--- src/rtl/hba_pkg.sv ---
package hba_pkg;
  localparam int WORD_W = 32;
  localparam int LEN_W  = 64;
  localparam int NB_W   = 5;

  typedef enum logic {ST_MSG, ST_PAD} hba_st_e;

  function automatic logic [WORD_W-1:0] rev_bytes32(input logic [WORD_W-1:0] w);
    logic [WORD_W-1:0] r;
    for (int i = 0; i < WORD_W/8; i++) r[8*i +: 8] = w[WORD_W-8-8*i +: 8];
    return r;
  endfunction

  function automatic logic [LEN_W-1:0] rev_bytes64(input logic [LEN_W-1:0] v);
    logic [LEN_W-1:0] r;
    for (int i = 0; i < LEN_W/8; i++) r[8*i +: 8] = v[LEN_W-8-8*i +: 8];
    return r;
  endfunction
endpackage

--- src/rtl/hba_swap.sv ---
module hba_swap
  import hba_pkg::*;
(
  input  logic              en_i,
  input  logic [WORD_W-1:0] word_i,
  output logic [WORD_W-1:0] word_o
);
  localparam int NBYTES = WORD_W / 8;
  logic [WORD_W-1:0] rev;

  for (genvar g = 0; g < NBYTES; g++) begin : g_byte
    assign rev[8*g +: 8] = word_i[WORD_W-8-8*g +: 8];
  end

  assign word_o = en_i ? rev : word_i;
endmodule

--- src/rtl/hba_tail.sv ---
module hba_tail
  import hba_pkg::*;
(
  input  logic [WORD_W-1:0] word_i,
  input  logic [NB_W-1:0]   nbits_i,
  output logic [WORD_W-1:0] word_o,
  output logic [NB_W:0]     nb_o,
  output logic              padded_o
);
  logic              full;
  logic [WORD_W-1:0] keep;
  logic [WORD_W-1:0] one;

  assign full     = (nbits_i == '0);
  assign nb_o     = full ? (NB_W+1)'(WORD_W) : {1'b0, nbits_i};
  // top nbits kept; pad bit lands just below them
  assign keep     = full ? '1 : ~({WORD_W{1'b1}} >> nbits_i);
  assign one      = full ? '0 : ({1'b1, {(WORD_W-1){1'b0}}} >> nbits_i);
  assign word_o   = (word_i & keep) | one;
  assign padded_o = !full;
endmodule

--- src/rtl/hba_buf.sv ---
module hba_buf
  import hba_pkg::*;
#(
  parameter int BLK_WORDS = 16,
  localparam int IDX_W = $clog2(BLK_WORDS),
  localparam int BLK_W = BLK_WORDS * WORD_W
)(
  input  logic              clk_i,
  input  logic              rst_ni,
  input  logic              clr_i,
  input  logic              wr_i,
  input  logic [WORD_W-1:0] wdata_i,
  output logic [IDX_W-1:0]  idx_o,
  output logic              wrap_o,
  output logic [BLK_W-1:0]  data_o
);
  localparam logic [IDX_W-1:0] LAST_IDX = IDX_W'(BLK_WORDS - 1);

  logic [WORD_W-1:0] mem_q [BLK_WORDS];
  logic [IDX_W-1:0]  idx_q;

  assign wrap_o = wr_i && (idx_q == LAST_IDX);
  assign idx_o  = idx_q;

  always_ff @(posedge clk_i or negedge rst_ni) begin
    if (!rst_ni) begin
      idx_q <= '0;
    end else if (clr_i) begin
      idx_q <= '0;
    end else if (wr_i) begin
      idx_q <= wrap_o ? '0 : idx_q + 1'b1;
    end
  end

  for (genvar g = 0; g < BLK_WORDS; g++) begin : g_word
    always_ff @(posedge clk_i or negedge rst_ni) begin
      if (!rst_ni) mem_q[g] <= '0;
      else if (wr_i && idx_q == IDX_W'(g)) mem_q[g] <= wdata_i;
    end
    assign data_o[BLK_W-WORD_W-WORD_W*g +: WORD_W] = mem_q[g];
  end

  // write index wraps to zero after the last slot
  p_wrap_r2: assert property (@(posedge clk_i) disable iff (!rst_ni)
    wrap_o && !clr_i |=> idx_q == '0);
endmodule

--- src/rtl/hash_block_assembler.sv ---
module hash_block_assembler
  import hba_pkg::*;
#(
  parameter int BLK_WORDS = 16,
  localparam int IDX_W = $clog2(BLK_WORDS),
  localparam int BLK_W = BLK_WORDS * WORD_W
)(
  input  logic              clk_i,
  input  logic              rst_ni,
  input  logic              init_i,
  input  logic              wr_en_i,
  input  logic [WORD_W-1:0] wr_data_i,
  input  logic              byte_swap_i,
  input  logic [NB_W-1:0]   last_bits_i,
  input  logic              len_le_i,
  input  logic              final_i,
  output logic              wr_ready_o,
  output logic              blk_valid_o,
  input  logic              blk_ready_i,
  output logic [BLK_W-1:0]  blk_data_o,
  output logic              blk_last_o
);
  localparam logic [IDX_W-1:0] LEN_HI_IDX = IDX_W'(BLK_WORDS - 2);

  hba_st_e           st_q;
  logic [WORD_W-1:0] stage_q;
  logic              stage_v_q;
  logic [LEN_W-1:0]  bitcnt_q;
  logic              one_q, lenhi_q;
  logic [NB_W-1:0]   nb_q;
  logic              le_q;
  logic              valid_q, last_q;

  logic [WORD_W-1:0] swap_w, tail_w, cdata;
  logic [NB_W:0]     tail_nb, add_bits;
  logic              tail_pad;
  logic              acc_wr, go_pad, commit, set_one, set_len, last_w;
  logic [IDX_W-1:0]  idx;
  logic              wrap;
  logic [LEN_W-1:0]  len_f;

  hba_swap u_swap (
    .en_i   (byte_swap_i),
    .word_i (wr_data_i),
    .word_o (swap_w)
  );

  hba_tail u_tail (
    .word_i   (stage_q),
    .nbits_i  (nb_q),
    .word_o   (tail_w),
    .nb_o     (tail_nb),
    .padded_o (tail_pad)
  );

  hba_buf #(.BLK_WORDS(BLK_WORDS)) u_buf (
    .clk_i   (clk_i),
    .rst_ni  (rst_ni),
    .clr_i   (init_i),
    .wr_i    (commit && !init_i),
    .wdata_i (cdata),
    .idx_o   (idx),
    .wrap_o  (wrap),
    .data_o  (blk_data_o)
  );

  assign wr_ready_o  = (st_q == ST_MSG) && !valid_q;
  assign blk_valid_o = valid_q;
  assign blk_last_o  = last_q;
  assign acc_wr      = wr_en_i && wr_ready_o;
  assign go_pad      = final_i && wr_ready_o && !wr_en_i;
  assign len_f       = le_q ? rev_bytes64(bitcnt_q) : bitcnt_q;

  always_comb begin
    commit   = 1'b0;
    cdata    = '0;
    add_bits = '0;
    set_one  = 1'b0;
    set_len  = 1'b0;
    last_w   = 1'b0;
    if (st_q == ST_MSG) begin
      if (acc_wr && stage_v_q) begin
        commit   = 1'b1;
        cdata    = stage_q;
        add_bits = (NB_W+1)'(WORD_W);
      end
    end else if (!valid_q) begin
      commit = 1'b1;
      if (stage_v_q) begin
        cdata    = tail_w;
        add_bits = tail_nb;
        set_one  = tail_pad;
      end else if (!one_q) begin
        cdata   = {1'b1, {(WORD_W-1){1'b0}}};
        set_one = 1'b1;
      end else if (lenhi_q) begin
        cdata  = len_f[WORD_W-1:0];
        last_w = 1'b1;
      end else if (idx == LEN_HI_IDX) begin
        cdata   = len_f[LEN_W-1:WORD_W];
        set_len = 1'b1;
      end
    end
  end

  always_ff @(posedge clk_i or negedge rst_ni) begin
    if (!rst_ni) begin
      st_q      <= ST_MSG;
      stage_q   <= '0;
      stage_v_q <= 1'b0;
      bitcnt_q  <= '0;
      one_q     <= 1'b0;
      lenhi_q   <= 1'b0;
      nb_q      <= '0;
      le_q      <= 1'b0;
      valid_q   <= 1'b0;
      last_q    <= 1'b0;
    end else if (init_i) begin
      st_q      <= ST_MSG;
      stage_v_q <= 1'b0;
      bitcnt_q  <= '0;
      one_q     <= 1'b0;
      lenhi_q   <= 1'b0;
      valid_q   <= 1'b0;
      last_q    <= 1'b0;
    end else begin
      if (acc_wr) begin
        stage_q   <= swap_w;
        stage_v_q <= 1'b1;
      end
      if (go_pad) begin
        st_q <= ST_PAD;
        nb_q <= last_bits_i;
        le_q <= len_le_i;
      end
      if (commit) begin
        bitcnt_q <= bitcnt_q + LEN_W'(add_bits);
        if (st_q == ST_PAD && stage_v_q) stage_v_q <= 1'b0;
        if (set_one) one_q   <= 1'b1;
        if (set_len) lenhi_q <= 1'b1;
        if (wrap) begin
          valid_q <= 1'b1;
          last_q  <= last_w;
        end
      end else if (valid_q && blk_ready_i) begin
        valid_q <= 1'b0;
        last_q  <= 1'b0;
        if (last_q) begin
          st_q     <= ST_MSG;
          bitcnt_q <= '0;
          one_q    <= 1'b0;
          lenhi_q  <= 1'b0;
        end
      end
    end
  end

  p_hold_r8: assert property (@(posedge clk_i) disable iff (!rst_ni)
    blk_valid_o && !blk_ready_i && !init_i |=>
      blk_valid_o && $stable(blk_data_o) && $stable(blk_last_o));

  p_stall_r8: assert property (@(posedge clk_i) disable iff (!rst_ni)
    blk_valid_o |-> !wr_ready_o);

  p_pad_busy_r10: assert property (@(posedge clk_i) disable iff (!rst_ni)
    final_i && wr_ready_o && !wr_en_i && !init_i |=> !wr_ready_o);

  p_clear_r9: assert property (@(posedge clk_i) disable iff (!rst_ni)
    init_i |=> !blk_valid_o && !blk_last_o && wr_ready_o);

  p_last_r7: assert property (@(posedge clk_i) disable iff (!rst_ni)
    blk_last_o |-> blk_valid_o);
endmodule

--- config.mk ---
export PLATFORM = sky130hd
export DESIGN_NAME = hash_block_assembler
export DESIGN_NICKNAME = d
export VERILOG_FILES = /design/src/rtl/hba_pkg.sv /design/src/rtl/hba_swap.sv /design/src/rtl/hba_tail.sv /design/src/rtl/hba_buf.sv /design/src/rtl/hash_block_assembler.sv
export SDC_FILE = /design/constraint.sdc
export NUM_CORES = 1
export LEC_CHECK = 0
export ABC_CLOCK_PERIOD_IN_PS = 5680
export BUFFER_PORTS_ARGS = -buffer_cell sky130_fd_sc_hd__buf_2
export CAP_MARGIN = 20
export CORE_ASPECT_RATIO = 0.75
export CORE_MARGIN = 5
export CORE_UTILIZATION = 30
export CTS_BUF_LIST = sky130_fd_sc_hd__clkbuf_16
export CTS_CLUSTER_DIAMETER = 30
export CTS_CLUSTER_SIZE = 30
export DETAILED_ROUTE_END_ITERATION = 10
export PLACE_DENSITY = 0.59
export SLEW_MARGIN = 10
export SYNTH_ARGS = -nofsm -noshare
export SYNTH_HDL_FRONTEND = slang
export SYNTH_HIERARCHICAL = 1
export SYNTH_SLANG_ARGS = --single-unit
--- constraint.sdc ---
create_clock -name clk_i -period 5.68 [get_ports clk_i]
set_input_delay 1.42 -clock clk_i [delete_from_list [all_inputs] [get_ports clk_i]]
set_output_delay 1.42 -clock clk_i [all_outputs]
set_load 0.03 [all_outputs]
==> metrics <==
Max-cap violations 0; vias in the first global route 19.73k; Die W 360.2 um; iteration-0 DRC count of the detailed router 1482; Reg2Reg Setup Slack 1.71 ns; Max Freq 252.1 MHz; Final Hold Viols 0; Crit Path Class reg2reg; crit end category flip-flop; Worst Hold Launch u_buf/data_o[7]; area of the mapped netlist 27590 um2; H-tree Lvls 3; routed vias/inst 5.068; GR Overflow Total 0; setup violators final 0; I/O pin count 560; Initial Util 30.18%; hold crit path type reg2reg; Slew Limit Fails 0; Setup Buffers After CTS 0; core area 91410 um2; die height 272.6 um; relative slew slack 23.71%; HPWL Detailed 66200 um; Routed WL 94040 um; die area 98190 um2; flops & latches, synth 624; first-pass GRT wire length 137600 um; largest net degree at the start of global routing 108; post-synth net total 2136; Fin Setup TNS 0 ns; nets 2694; Final Wtd Congestion 0.8931; Setup WS post-layout 1.714 ns; required time of the critical path 6.29 ns; DR DRC count 0; share of cells above drive strength 1 47.61%; Post-CTS Resized 0; RSZ-0062 raised after global routing false; reg2reg end u_buf/data_o[142]; Clock Skews 0.03431 ns; Pwr Density 358.2 nW/um2; CTS clk-pin slew, worst paths 0.06 ns; Max clock buf depth 3; clk_lat worst skew 0.68 ns; Post-CTS Hold Buffers 0; crit path time final 3.966 ns; CTS Root Buffer Type clkbuf_16; Pre-Repair DR Iteration Count 6; area grow syn2layout 30.19%; Async S/R FF share, synth 100.0%; Hold Path Depth 1; status complete, no violations; crit path DAT 4.57 ns; Ys Warns 6; Num CTS Buffers 113; Buffers on Ports 559; GRT Overall Usage 18.55%; Leak 18.66 nW; Worst Setup Slack post-DPL 1.354 ns; r2r startpoint u_buf/idx_o[2]; antenna viol nets, final 0; sequential element share of the synthesized area 56.60%; Top FF cell, synth dfrtp_1; average size of a mapped cell 13.26 um2; hold path endpoint u_buf/data_o[7]; Period Utilization, post-route 69.83%; TritonCTS clock tree yes; Peak VDD IR 235.6 uV; worst-path fanout max 32; EDFF count, synth 0; initial antenna violation count 5; worst slew pin tran 1.144 ns; Worst Reg2Reg Path Length in Cells 6; Post-Syn Instances 2080; total number of vias 20.10k; clock sinks 624; mean routed wirelength per cell 23.72 um; CP Launch Type flip-flop; Unique masters post-synth 76; Site Rows 96
sequential cells by signal (all words and copies together), names as in the netlist:
| signal | flops |
|---|---|
| bitcnt_q | 64 |
| blk_last_o | 1 |
| blk_valid_o | 1 |
| le_q | 1 |
| lenhi_q | 1 |
| nb_q | 5 |
| one_q | 1 |
| st_q | 1 |
| stage_q | 32 |
| stage_v_q | 1 |
| u_buf/data_o | 512 |
| u_buf/idx_o | 4 |
per-layer routing:
metal,track usage (%),share of wire (%),up-vias
li1,-,-,8829
met1,24.91,44,10280
met2,28.74,45,819
met3,5.770,8.5,163
met4,5.901,3.2,4
met5,0,0.037,-
where the power goes:
group / total (mW) / internal [mW] / switching [mW]
registers: 4.70 / 4.57 / 0.138
clock network: 7.18 / 4.70 / 2.48
logic: 0.981 / 0.322 / 0.659
total: 12.9 / 9.59 / 3.27
cells by family (layout without fill, tap and decap cells):
| group | count (synthesis) | after routing | share of synthesized area (%) |
|---|---|---|---|
| buffers and inverters | 200 | 857 | 3.302 |
| and+or+nand+nor | 366 | 366 | 7.197 |
| muxes | 591 | 591 | 24.49 |
| adders and majority gates | 12 | 12 | 0.5624 |
| DFF | 624 | 624 | 56.60 |
| other | 0 | 3 | 0 |
| AOI/OAI and AO/OA | 277 | 277 | 7.533 |
| xor gates and xnor gates | 10 | 10 | 0.3174 |
cells in the final DEF, fill, tap and decap left out, types with 7 or more instances in the layout:
master	instances
a221oi_1	32
nor3_1	18
clkinv_4	16
mux2i_1	9
buf_4	47
and3_1	10
o211ai_1	15
nand3_1	37
o31ai_1	17
nor2_1	37
clkbuf_16	114
buf_12	9
mux2_2	416
inv_6	7
clkinv_1	8
ha_1	10
a311oi_1	28
a22o_1	7
mux2_4	30
buf_2	558
a221o_1	31
nand4_1	19
bufinv_16	22
inv_1	31
clkinv_2	17
clkinvlp_4	18
o21ai_0	40
or4_1	24
nand2_1	129
a21oi_1	48
mux2_1	136
nand2b_1	16
dfrtp_1	622
or3_1	20
cells in the mapped netlist, types with 16 or more instances:
| cell type | n | area [um2] |
|---|---|---|
| a311oi_1 | 28 | 245.2 |
| buf_2 | 68 | 340.3 |
| o21ai_0 | 40 | 200.2 |
| nor2_1 | 38 | 142.6 |
| nand3_1 | 43 | 215.2 |
| mux2_2 | 416 | 4684 |
| inv_1 | 26 | 97.59 |
| nor3_1 | 18 | 90.09 |
| or3_1 | 20 | 125.1 |
| nand2_1 | 129 | 484.2 |
| a21oi_1 | 48 | 240.2 |
| nand4_1 | 19 | 118.9 |
| mux2_4 | 30 | 450.4 |
| o31ai_1 | 17 | 127.6 |
| clkbuf_1 | 93 | 349.1 |
| a221o_1 | 31 | 310.3 |
| mux2_1 | 136 | 1531 |
| or4_1 | 24 | 180.2 |
| a221oi_1 | 32 | 280.3 |
| nand2b_1 | 16 | 100.1 |
| dfrtp_1 | 624 | 15610 |
metrics by stage:
stage,total power [mW],hold slack [ns],cell area (um2),cells,util (%)
2_1_floorplan,5.315,0.4549,27590,2080,-
3_3_place_gp,5.734,0.4651,31720,3745,34.70
3_5_place_dp,5.750,0.4736,31720,3745,34.70
4_1_cts,12.99,0.4848,35850,3959,39.22
5_1_grt,13.31,0.4919,35910,3962,39.28
6_report,12.87,0.4817,35920,3965,39.29
final cells by class:
class / count / area (um2)
timing repair buffer: 617 / 3396
antenna: 3 / 7.507
inverter: 26 / 97.59
multi-input combinational: 1256 / 11140
clock inverter: 100 / 1276
clock buffer: 114 / 2853
sequential: 624 / 15620
tap: 1225 / 1533
fill: 8709 / 55490
how the worst max path moves through the flow:
stage / start / depth (start not counted) / end / slack [ns]
final: u_buf/idx_o[2] / 6 / u_buf/data_o[142] / 1.71
after global routing: u_buf/idx_o[2] / 7 / u_buf/data_o[93] / 1.48
after CTS: u_buf/idx_o[2] / 7 / u_buf/data_o[509] / 1.71
after detailed placement: wr_en_i / 8 / u_buf/data_o[13] / 1.35
after global placement: wr_en_i / 8 / u_buf/data_o[22] / 1.41
after floorplan: wr_en_i / 11 / bitcnt_q[44] / 1.91
worst max-delay path, stage by stage, from the launching register on:
cell and delay, ns:
dfrtp_1 0.79, nand4b_1 0.27, nor2_4 0.62, a221oi_1 0.18, a311oi_1 0.72, a221o_1 0.98
mux2_2 0.31
(Power assumes the default switching activity.)
